===== src/rtl/pipe_pkg.sv =====
package pipe_pkg;

  localparam int unsigned PIPE_NUM_REGS = 16;
  localparam int unsigned PIPE_DATA_W   = 16;

  // A source depends on a producer when the producer writes a real register
  // (register 0 is constant) and the numbers match.
  function automatic logic reg_conflict(input int unsigned src, input int unsigned dst);
    return (dst != 0) && (src == dst);
  endfunction

endpackage


===== src/rtl/pipe_hazard.sv =====
module pipe_hazard
  import pipe_pkg::*;
#(
  parameter int unsigned REG_W = 4
) (
  input  logic             dec_valid,
  input  logic [REG_W-1:0] dec_rs1,
  input  logic [REG_W-1:0] dec_rs2,
  input  logic             exe_valid,
  input  logic [REG_W-1:0] exe_rd,
  output logic             conflict
);

  logic hit_a;
  logic hit_b;

  always_comb begin
    hit_a    = reg_conflict(int'(dec_rs1), int'(exe_rd));
    hit_b    = reg_conflict(int'(dec_rs2), int'(exe_rd));
    conflict = dec_valid && exe_valid && (hit_a || hit_b);
  end

endmodule


===== src/rtl/pipe_regfile.sv =====
module pipe_regfile #(
  parameter int unsigned NUM_REGS = 16,
  parameter int unsigned DATA_W   = 16,
  localparam int unsigned ADDR_W  = $clog2(NUM_REGS)
) (
  input  logic              clk,
  input  logic              rst_n,
  input  logic              we,
  input  logic [ADDR_W-1:0] waddr,
  input  logic [DATA_W-1:0] wdata,
  input  logic [ADDR_W-1:0] raddr_a,
  input  logic [ADDR_W-1:0] raddr_b,
  output logic [DATA_W-1:0] rdata_a,
  output logic [DATA_W-1:0] rdata_b
);

  logic [DATA_W-1:0] mem [NUM_REGS];

  always_ff @(posedge clk or negedge rst_n) begin
    if (!rst_n) begin
      for (int i = 0; i < int'(NUM_REGS); i++) mem[i] <= '0;
    end else if (we && (waddr != '0)) begin
      mem[waddr] <= wdata;
    end
  end

  // Write-first: a same-cycle write is passed straight to the read port.
  logic pass_a;
  logic pass_b;

  assign pass_a  = we && (waddr == raddr_a);
  assign pass_b  = we && (waddr == raddr_b);
  assign rdata_a = (raddr_a == '0) ? '0 : (pass_a ? wdata : mem[raddr_a]);
  assign rdata_b = (raddr_b == '0) ? '0 : (pass_b ? wdata : mem[raddr_b]);

endmodule


===== src/rtl/pipe_stage_reg.sv =====
module pipe_stage_reg #(
  parameter int unsigned PAYLOAD_W = 8
) (
  input  logic                 clk,
  input  logic                 rst_n,
  input  logic                 hold,
  input  logic                 kill,
  input  logic                 d_valid,
  input  logic [PAYLOAD_W-1:0] d_data,
  output logic                 q_valid,
  output logic [PAYLOAD_W-1:0] q_data
);

  always_ff @(posedge clk or negedge rst_n) begin
    if (!rst_n) begin
      q_valid <= 1'b0;
      q_data  <= '0;
    end else if (!hold) begin
      q_valid <= d_valid && !kill;
      q_data  <= d_data;
    end
  end

endmodule


===== src/rtl/pipe_interlock.sv =====
module pipe_interlock
  import pipe_pkg::*;
#(
  parameter int unsigned NUM_REGS = PIPE_NUM_REGS,
  parameter int unsigned DATA_W   = PIPE_DATA_W,
  localparam int unsigned REG_W   = $clog2(NUM_REGS)
) (
  input  logic              clk,
  input  logic              rst_n,
  input  logic              in_valid,
  input  logic [REG_W-1:0]  in_rd,
  input  logic [REG_W-1:0]  in_rs1,
  input  logic [REG_W-1:0]  in_rs2,
  input  logic [DATA_W-1:0] in_imm,
  output logic              in_ready,
  output logic              stall,
  output logic              bubble,
  output logic              f_valid,
  output logic              d_valid,
  output logic [REG_W-1:0]  d_rs1,
  output logic [REG_W-1:0]  d_rs2,
  output logic              e_valid,
  output logic [REG_W-1:0]  e_rd,
  output logic              w_valid,
  output logic              wb_we,
  output logic [REG_W-1:0]  wb_rd,
  output logic [DATA_W-1:0] wb_data
);

  localparam int unsigned FD_W = 3 * REG_W + DATA_W;
  localparam int unsigned EX_W = REG_W + 3 * DATA_W;
  localparam int unsigned WB_W = REG_W + DATA_W;

  function automatic logic [DATA_W-1:0] exec_sum(input logic [DATA_W-1:0] a,
                                                 input logic [DATA_W-1:0] b,
                                                 input logic [DATA_W-1:0] imm);
    return a + b + imm;
  endfunction

  // Named internal events
  logic              hazard;
  logic [FD_W-1:0]   f_data;
  logic [FD_W-1:0]   d_data;
  logic [EX_W-1:0]   e_data;
  logic [WB_W-1:0]   w_data;
  logic [REG_W-1:0]  d_rd;
  logic [DATA_W-1:0] d_imm;
  logic [DATA_W-1:0] opnd_a;
  logic [DATA_W-1:0] opnd_b;
  logic [DATA_W-1:0] e_a;
  logic [DATA_W-1:0] e_b;
  logic [DATA_W-1:0] e_imm;
  logic [DATA_W-1:0] e_sum;

  assign {d_rd, d_rs1, d_rs2, d_imm} = d_data;
  assign {e_rd, e_a, e_b, e_imm}     = e_data;
  assign {wb_rd, wb_data}            = w_data;
  assign e_sum                       = exec_sum(e_a, e_b, e_imm);

  pipe_hazard #(.REG_W(REG_W)) u_hazard (
    .dec_valid (d_valid),
    .dec_rs1   (d_rs1),
    .dec_rs2   (d_rs2),
    .exe_valid (e_valid),
    .exe_rd    (e_rd),
    .conflict  (hazard)
  );

  assign stall    = hazard;
  assign bubble   = hazard;
  assign in_ready = !hazard;
  assign wb_we    = w_valid && (wb_rd != '0);

  pipe_stage_reg #(.PAYLOAD_W(FD_W)) u_fetch (
    .clk     (clk),
    .rst_n   (rst_n),
    .hold    (hazard),
    .kill    (1'b0),
    .d_valid (in_valid),
    .d_data  ({in_rd, in_rs1, in_rs2, in_imm}),
    .q_valid (f_valid),
    .q_data  (f_data)
  );

  pipe_stage_reg #(.PAYLOAD_W(FD_W)) u_decode (
    .clk     (clk),
    .rst_n   (rst_n),
    .hold    (hazard),
    .kill    (1'b0),
    .d_valid (f_valid),
    .d_data  (f_data),
    .q_valid (d_valid),
    .q_data  (d_data)
  );

  pipe_regfile #(.NUM_REGS(NUM_REGS), .DATA_W(DATA_W)) u_rf (
    .clk     (clk),
    .rst_n   (rst_n),
    .we      (wb_we),
    .waddr   (wb_rd),
    .wdata   (wb_data),
    .raddr_a (d_rs1),
    .raddr_b (d_rs2),
    .rdata_a (opnd_a),
    .rdata_b (opnd_b)
  );

  pipe_stage_reg #(.PAYLOAD_W(EX_W)) u_execute (
    .clk     (clk),
    .rst_n   (rst_n),
    .hold    (1'b0),
    .kill    (hazard),
    .d_valid (d_valid),
    .d_data  ({d_rd, opnd_a, opnd_b, d_imm}),
    .q_valid (e_valid),
    .q_data  (e_data)
  );

  pipe_stage_reg #(.PAYLOAD_W(WB_W)) u_writeback (
    .clk     (clk),
    .rst_n   (rst_n),
    .hold    (1'b0),
    .kill    (1'b0),
    .d_valid (e_valid),
    .d_data  ({e_rd, e_sum}),
    .q_valid (w_valid),
    .q_data  (w_data)
  );

endmodule


===== config.mk =====
export PLATFORM = sky130hd
export DESIGN_NAME = pipe_interlock
export DESIGN_NICKNAME = d
export VERILOG_FILES = /design/src/rtl/pipe_pkg.sv /design/src/rtl/pipe_hazard.sv /design/src/rtl/pipe_regfile.sv /design/src/rtl/pipe_stage_reg.sv /design/src/rtl/pipe_interlock.sv
export SDC_FILE = /design/constraint.sdc
export NUM_CORES = 1
export LEC_CHECK = 0
export BUFFER_PORTS_ARGS = -buffer_cell sky130_fd_sc_hd__buf_4
export CAP_MARGIN = 30
export CORE_ASPECT_RATIO = 0.9
export CORE_MARGIN = 2
export CORE_UTILIZATION = 57
export CTS_CLUSTER_DIAMETER = 150
export DETAILED_ROUTE_END_ITERATION = 6
export GPL_TIMING_DRIVEN = 1
export PLACE_DENSITY_LB_ADDON = 0.05
export SLEW_MARGIN = 15
export SYNTH_ARGS = -nofsm -noshare
export SYNTH_HDL_FRONTEND = slang
export SYNTH_HIERARCHICAL = 1
export SYNTH_SLANG_ARGS = --single-unit

===== constraint.sdc =====
create_clock -name clk -period 2.4 [get_ports clk]
set_input_delay 0.36 -clock clk [delete_from_list [all_inputs] [get_ports clk]]
set_output_delay 0.36 -clock clk [all_outputs]
set_load 0.02 [all_outputs]

* Word-level counts from Yosys, hierarchy flattened
Index checks and enable logic that the tools add are counted.
** Storage, ports and cells
- Register bits :: 388
- Output and inout port bits :: 40
** Cells by class
- $add $sub $neg :: 2
- $lt $le $gt $ge :: 4
- Equal/unequal tests :: 4
- Mux-type cells :: 13
- Bitwise operators :: 3
- Reductions and logical operators :: 16
** Operators by type and width (number)
- $bwmux W256 :: 1
- $mux W16 :: 9
- $bmux W16 S4 :: 2
- $demux W16 S4 :: 1
- $add A16 B16 Y16 :: 2
- $eq A4 B4 Y1 :: 4
- $ge A5 B5 Y1 const B :: 3
- $not A4 Y5 :: 3
- $logic_and A1 B1 Y1 :: 10
- $logic_not A4 Y1 :: 2
- $reduce_bool A4 Y1 :: 2
- $lt A5 B1 Y1 const B :: 1
- $logic_not A1 Y1 :: 1
- $logic_or A1 B1 Y1 :: 1

* Depth between registers and ports, before layout
- Depth after elaboration :: 6
- Depth in mapped cells :: 12
- Depth with buffers taken out :: 12

* By module
The synthesis kept the hierarchy.
** By module, submodules not included
- pipe_regfile :: times used 1, cells each 1048, area an instance 14008.4 µm²
- pipe_stage_reg (u_decode ...) :: times used 2, cells each 63, area an instance 1194.9 µm²
- pipe_stage_reg (u_execute) :: times used 1, cells each 114, area an instance 2218.4 µm²
- pipe_interlock :: times used 1, cells each 115, area an instance 1019.7 µm²
- pipe_stage_reg (u_writeback) :: times used 1, cells each 46, area an instance 788.3 µm²
- pipe_hazard :: times used 1, cells each 13, area an instance 100.1 µm²

* Worst setup path before layout
No wires, ideal clock.
- Kind :: flip-flop to flip-flop
- From :: reg u_execute.q_data[1]
- To :: reg u_writeback.q_data[13]
- Arrival time :: 2.527 ns
- Data required time :: 2.275 ns
- Path slack :: -0.252 ns
- Stages on the path, launching flop included :: 11
- Buffers on the path :: 0
- Clock period less this slack :: 2.652 ns
- Cells stage by stage :: dfrtp_1 -> fa_1 -> ha_1 -> inv_1 -> fa_1 -> nor2b_4 -> o211ai_2 -> a31oi_1 -> or4_1 -> o211a_1 -> mux2_2
** Between the ends
- Longest elaborated chain between the ends :: 1
** RTL lines
- from (decl) :: RTL line pipe_stage_reg.sv:11 : output logic [PAYLOAD_W-1:0] q_data
- from (signal assigned) :: RTL line pipe_stage_reg.sv:20 : q_data <= d_data;
- $add A16 B16 Y16 :: RTL line pipe_interlock.sv:37 : return a + b + imm;
- net e_sum[13] :: RTL line pipe_interlock.sv:53 : logic [DATA_W-1:0] e_sum;
- to (signal assigned) :: RTL line pipe_stage_reg.sv:20
- to (decl) :: RTL line pipe_stage_reg.sv:11
The timed path passes the listed nets, and every way through them passes these cells.
A chain may end at the register's enable or synchronous reset.

* Final worst setup path
- From :: reg u_execute.q_data[33]
- To :: reg u_writeback.q_data[13]
** Between the ends
- Longest elaborated chain between the ends :: 2
** RTL lines (RTL line)
- $add A16 B16 Y16 (2 in a row) :: pipe_interlock.sv:37
- net e_sum[13] :: pipe_interlock.sv:53
The timed path passes the listed nets, and every way through them passes these cells.

==> results.py <==
metrics = {
    "worst_setup_path": {
        "cpPeakStageDelay_ns": 0.48,
        "cp-start-kind": "register",
        "path_max_fanout": 3,
        "worst_setup_path_end_kind": "register",
        "critical-path-top-delay-family": "adder cells",
        "worstPathRequired_ns": 2.83,
        "arrival_ns": 3.11,
        "cp_num_buf_inv": 1,
        "worstSetupPathType": "register to register",
        "cp_slowest_cell": "fa_1",
        "cp_cell_sequence": "fa_1 -> ha_2 -> inv_2 -> fa_2 -> nor2b_4 -> o211ai_4 -> a31oi_4 -> or4_1 -> o211a_1 -> mux2_2",
    },
    "synth": {
        "synth-seq-cells": 388,
        "yosysSeqAreaShare": 0.473,
        "synth_area_um2": 20500,
        "synthSimpleGateAreaFrac": 0.0276,
        "synthMuxAreaShare": 0.355,
        "yosysUniqueCellTypes": 54,
        "async_flop_share": 1.00,
        "yosys_most_used_dff": "dfrtp_1",
        "synthXorXnorAreaFrac": 0.0128,
        "synth_edf_count": 0,
        "synth_top_family_by_area": "multiplexers",
        "ys_warn_count": 6,
        "syn_avg_cell_area_um2": 14.0,
        "synth_compound_area_frac": 0.0641,
        "synth_fa_ha_area_frac": 0.0241,
        "synthCells": 1462,
    },
    "sta": {
        "slew_headroom": 0.388,
        "period_needed_ns": 2.67,
        "period_share": 1.11,
        "slew_viol_final": 0,
        "hold_violations": 0,
        "finalWorstSetupSlack_ns": -0.273,
        "fmax_mhz": 374,
        "fin_skew_ns": 0.0172,
        "rsz0062_at_grt": "true",
        "fin_setup_tns_ns": -1.66,
        "setup_viol": 11,
        "tightest_slew_ns": 0.918,
    },
    "flow_run": {
        "maxCapViolations": 0,
    },
    "route": {
        "met2_length_mm": 25.0,
        "highest_layer": "met4",
        "drt_iter0_drc": 870,
        "wl_met1_mm": 23.1,
        "vias": 13254,
        "dr.pass1.iters": 5,
        "drcViolationCount": 0,
        "routed_wl_mm": 53.0,
        "antenna_left": 0,
        "wl_per_cell_um": 24.7,
        "met3WireLength_mm": 3.07,
        "via_per_inst": 6.18,
    },
    "cells_and_area": {
        "diodes": 0,
        "syn_to_final_growth_pct": 19.1,
        "nets": 1707,
        "fillers": 2490,
        "drive_gt1_frac": 0.483,
        "instances_no_fill": 2145,
    },
    "die": {
        "core.rowCount": 65,
        "die_h_um": 184,
        "start_util": 0.581,
        "die_area_um2": 37500,
        "pin_count": 71,
        "fp.coreArea_um2": 35300,
        "die_width_um": 204,
    },
    "power_and_ir_drop": {
        "power.density_nw_per_um2": 882,
        "p_leak_nw": 11.4,
        "peakVddDrop_mv": 0.584,
    },
    "outcome": {
        "violations": "negative setup slack",
        "outcome": "finished, violations left",
    },
    "clock_network": {
        "clockRootBuffer": "clkbuf_16",
        "cts_buffer_depth": 3,
        "tritoncts": "yes",
        "path_clk_slew_ns": 0.06,
        "clock_sinks": 388,
        "cts_made_buffers": 42,
        "h-tree-depth": 2,
        "clock_latency_ns": 0.55,
    },
    "grt": {
        "gr-usage-all-layers": 0.288,
        "grt_pass1_vias": 13781,
        "grt_pass1_wl_mm": 82.0,
        "grt_antenna_before_repair": 0,
        "grt_overflow": 0,
        "grt_start_max_net_pins": 79,
    },
    "min_path": {
        "hold_class": "primary input to register",
    },
    "place": {
        "dp.cells": 2039,
        "dpl.hpwl_mm": 34.8,
        "globalplace.congestion": 0.862,
        "dp_worst_setup_slack_ns": -0.405,
        "port_buffers": 70,
    },
}
-- routing by layer --
metal  track usage  up-vias
li1              -     5869
met1         0.405     6856
met2         0.459      422
met3        0.0402      107
met4         0.103        0
met5             0        -
-- cells in the final DEF (no fill, tap or decap), drive strengths merged, types with 12 or more instances in the layout --
cell type  instances
a211oi            33
a21oi             12
a31oi             34
buf              267
clkbuf            64
dfrtp            388
fa                16
ha                14
inv               16
mux2             370
mux2i            129
mux4              64
nand3             37
nor2              15
o22ai             64
o31ai             32
xnor2             26
-- kinds of logic (layout without fill, tap and decap cells) --
group	after synthesis	in the layout
other	1	8
adders and majority gates	30	30
DFF	388	388
muxes	563	563
buffers and inverters	151	358
AOI/OAI and AO/OA	197	197
and+or+nand+nor	102	102
xor gates and xnor gates	30	30
-- sequential cells by signal (all words and copies together) (netlist names) --
signal,count
u_fetch/q_data,28
u_decode/q_data,28
u_writeback/q_data,20
u_execute/q_data,52
u_execute/q_valid,1
u_fetch/q_valid,1
u_decode/q_valid,1
u_writeback/q_valid,1
u_rf/mem,256
-- power by group --
| group | total (W) | leakage [nW] | internal, W | switching (W) |
|---|---|---|---|---|
| clock | 0.00641 | 0.679 | 0.00384 | 0.00256 |
| combinational | 0.00594 | 5.58 | 0.00326 | 0.00267 |
| sequential | 0.00922 | 5.11 | 0.00774 | 0.00148 |
| total | 0.0216 | 11.4 | 0.0148 | 0.00671 |
-- Yosys cell counts, drive strengths merged, types with 2 or more instances --
| library cell | number | area share |
|---|---|---|
| nor3 | 3 | 0.00073 |
| mux4 | 64 | 0.070 |
| nor2b | 4 | 0.0016 |
| nor2 | 15 | 0.0027 |
| xnor2 | 26 | 0.011 |
| or3 | 5 | 0.0015 |
| buf | 80 | 0.030 |
| o211ai | 2 | 0.00098 |
| o21bai | 2 | 0.00073 |
| mux2i | 129 | 0.063 |
| ha | 14 | 0.0085 |
| o22ai | 64 | 0.020 |
| a211oi | 33 | 0.012 |
| clkbuf | 55 | 0.010 |
| inv | 16 | 0.0029 |
| a21oi | 12 | 0.0029 |
| or4 | 2 | 0.00073 |
| nand2 | 10 | 0.0018 |
| o21ai | 10 | 0.0024 |
| or2 | 4 | 0.0012 |
| mux2 | 370 | 0.22 |
| a31oi | 34 | 0.010 |
| nand2b | 7 | 0.0021 |
| nand3b | 6 | 0.0022 |
| xor2 | 4 | 0.0017 |
| fa | 16 | 0.016 |
| nand3 | 37 | 0.0095 |
| or3b | 4 | 0.0017 |
| dfrtp | 388 | 0.47 |
| nand4 | 2 | 0.00061 |
| o31ai | 32 | 0.012 |
-- worst paths after layout --
path | startpoint | depth (start not counted) | end | slack (ns)
worst max register to register | u_execute/q_data[33] | 10 | u_writeback/q_data[13] | -0.27
min in group asynchronous | rst_n | 2 | u_rf/mem[202] | 0.34
worst min-delay path | in_imm[15] | 2 | u_fetch/q_data[15] | 0.04
max in group asynchronous | rst_n | 3 | u_execute/q_data[48] | 1.24
worst max-delay path | u_execute/q_data[33] | 10 | u_writeback/q_data[13] | -0.27
worst min register to register | u_rf/mem[245] | 0 | u_rf/mem[245] | 0.40
-- per-stage QoR --
stage               hold slack [ns]  area, µm²   util  power, W
finish                       0.0361      24400  0.692    0.0216
global route                 0.0278      24400  0.692    0.0226
CTS                          0.0232      24300  0.689    0.0216
detailed placement            0.319      22600  0.640    0.0149
global placement              0.321      22600  0.640    0.0147
floorplan                    0.0644      20600      -    0.0125
-- cell type report --
| class | count | area [µm²] | share of cell area |
|---|---|---|---|
| Inverter | 16 | 62.6 | 0.00256 |
| Timing Repair Buffer | 268 | 2520 | 0.103 |
| Multi-Input combinational cell | 930 | 10200 | 0.416 |
| Clock inverter | 10 | 100 | 0.00410 |
| Sequential cell | 388 | 9730 | 0.398 |
| Tap cell | 469 | 587 | 0.0240 |
| Clock buffer | 64 | 1270 | 0.0519 |
-- repair_timing --
item	CTS	global route
hold buffers	1	0
buffers inserted	25	7
pin swaps	17	12
endpoints found under the setup margin	12	25
endpoints found under the hold margin	41	0
resized for setup	33	22
Note: power is estimated with default switching activity, not from simulation.
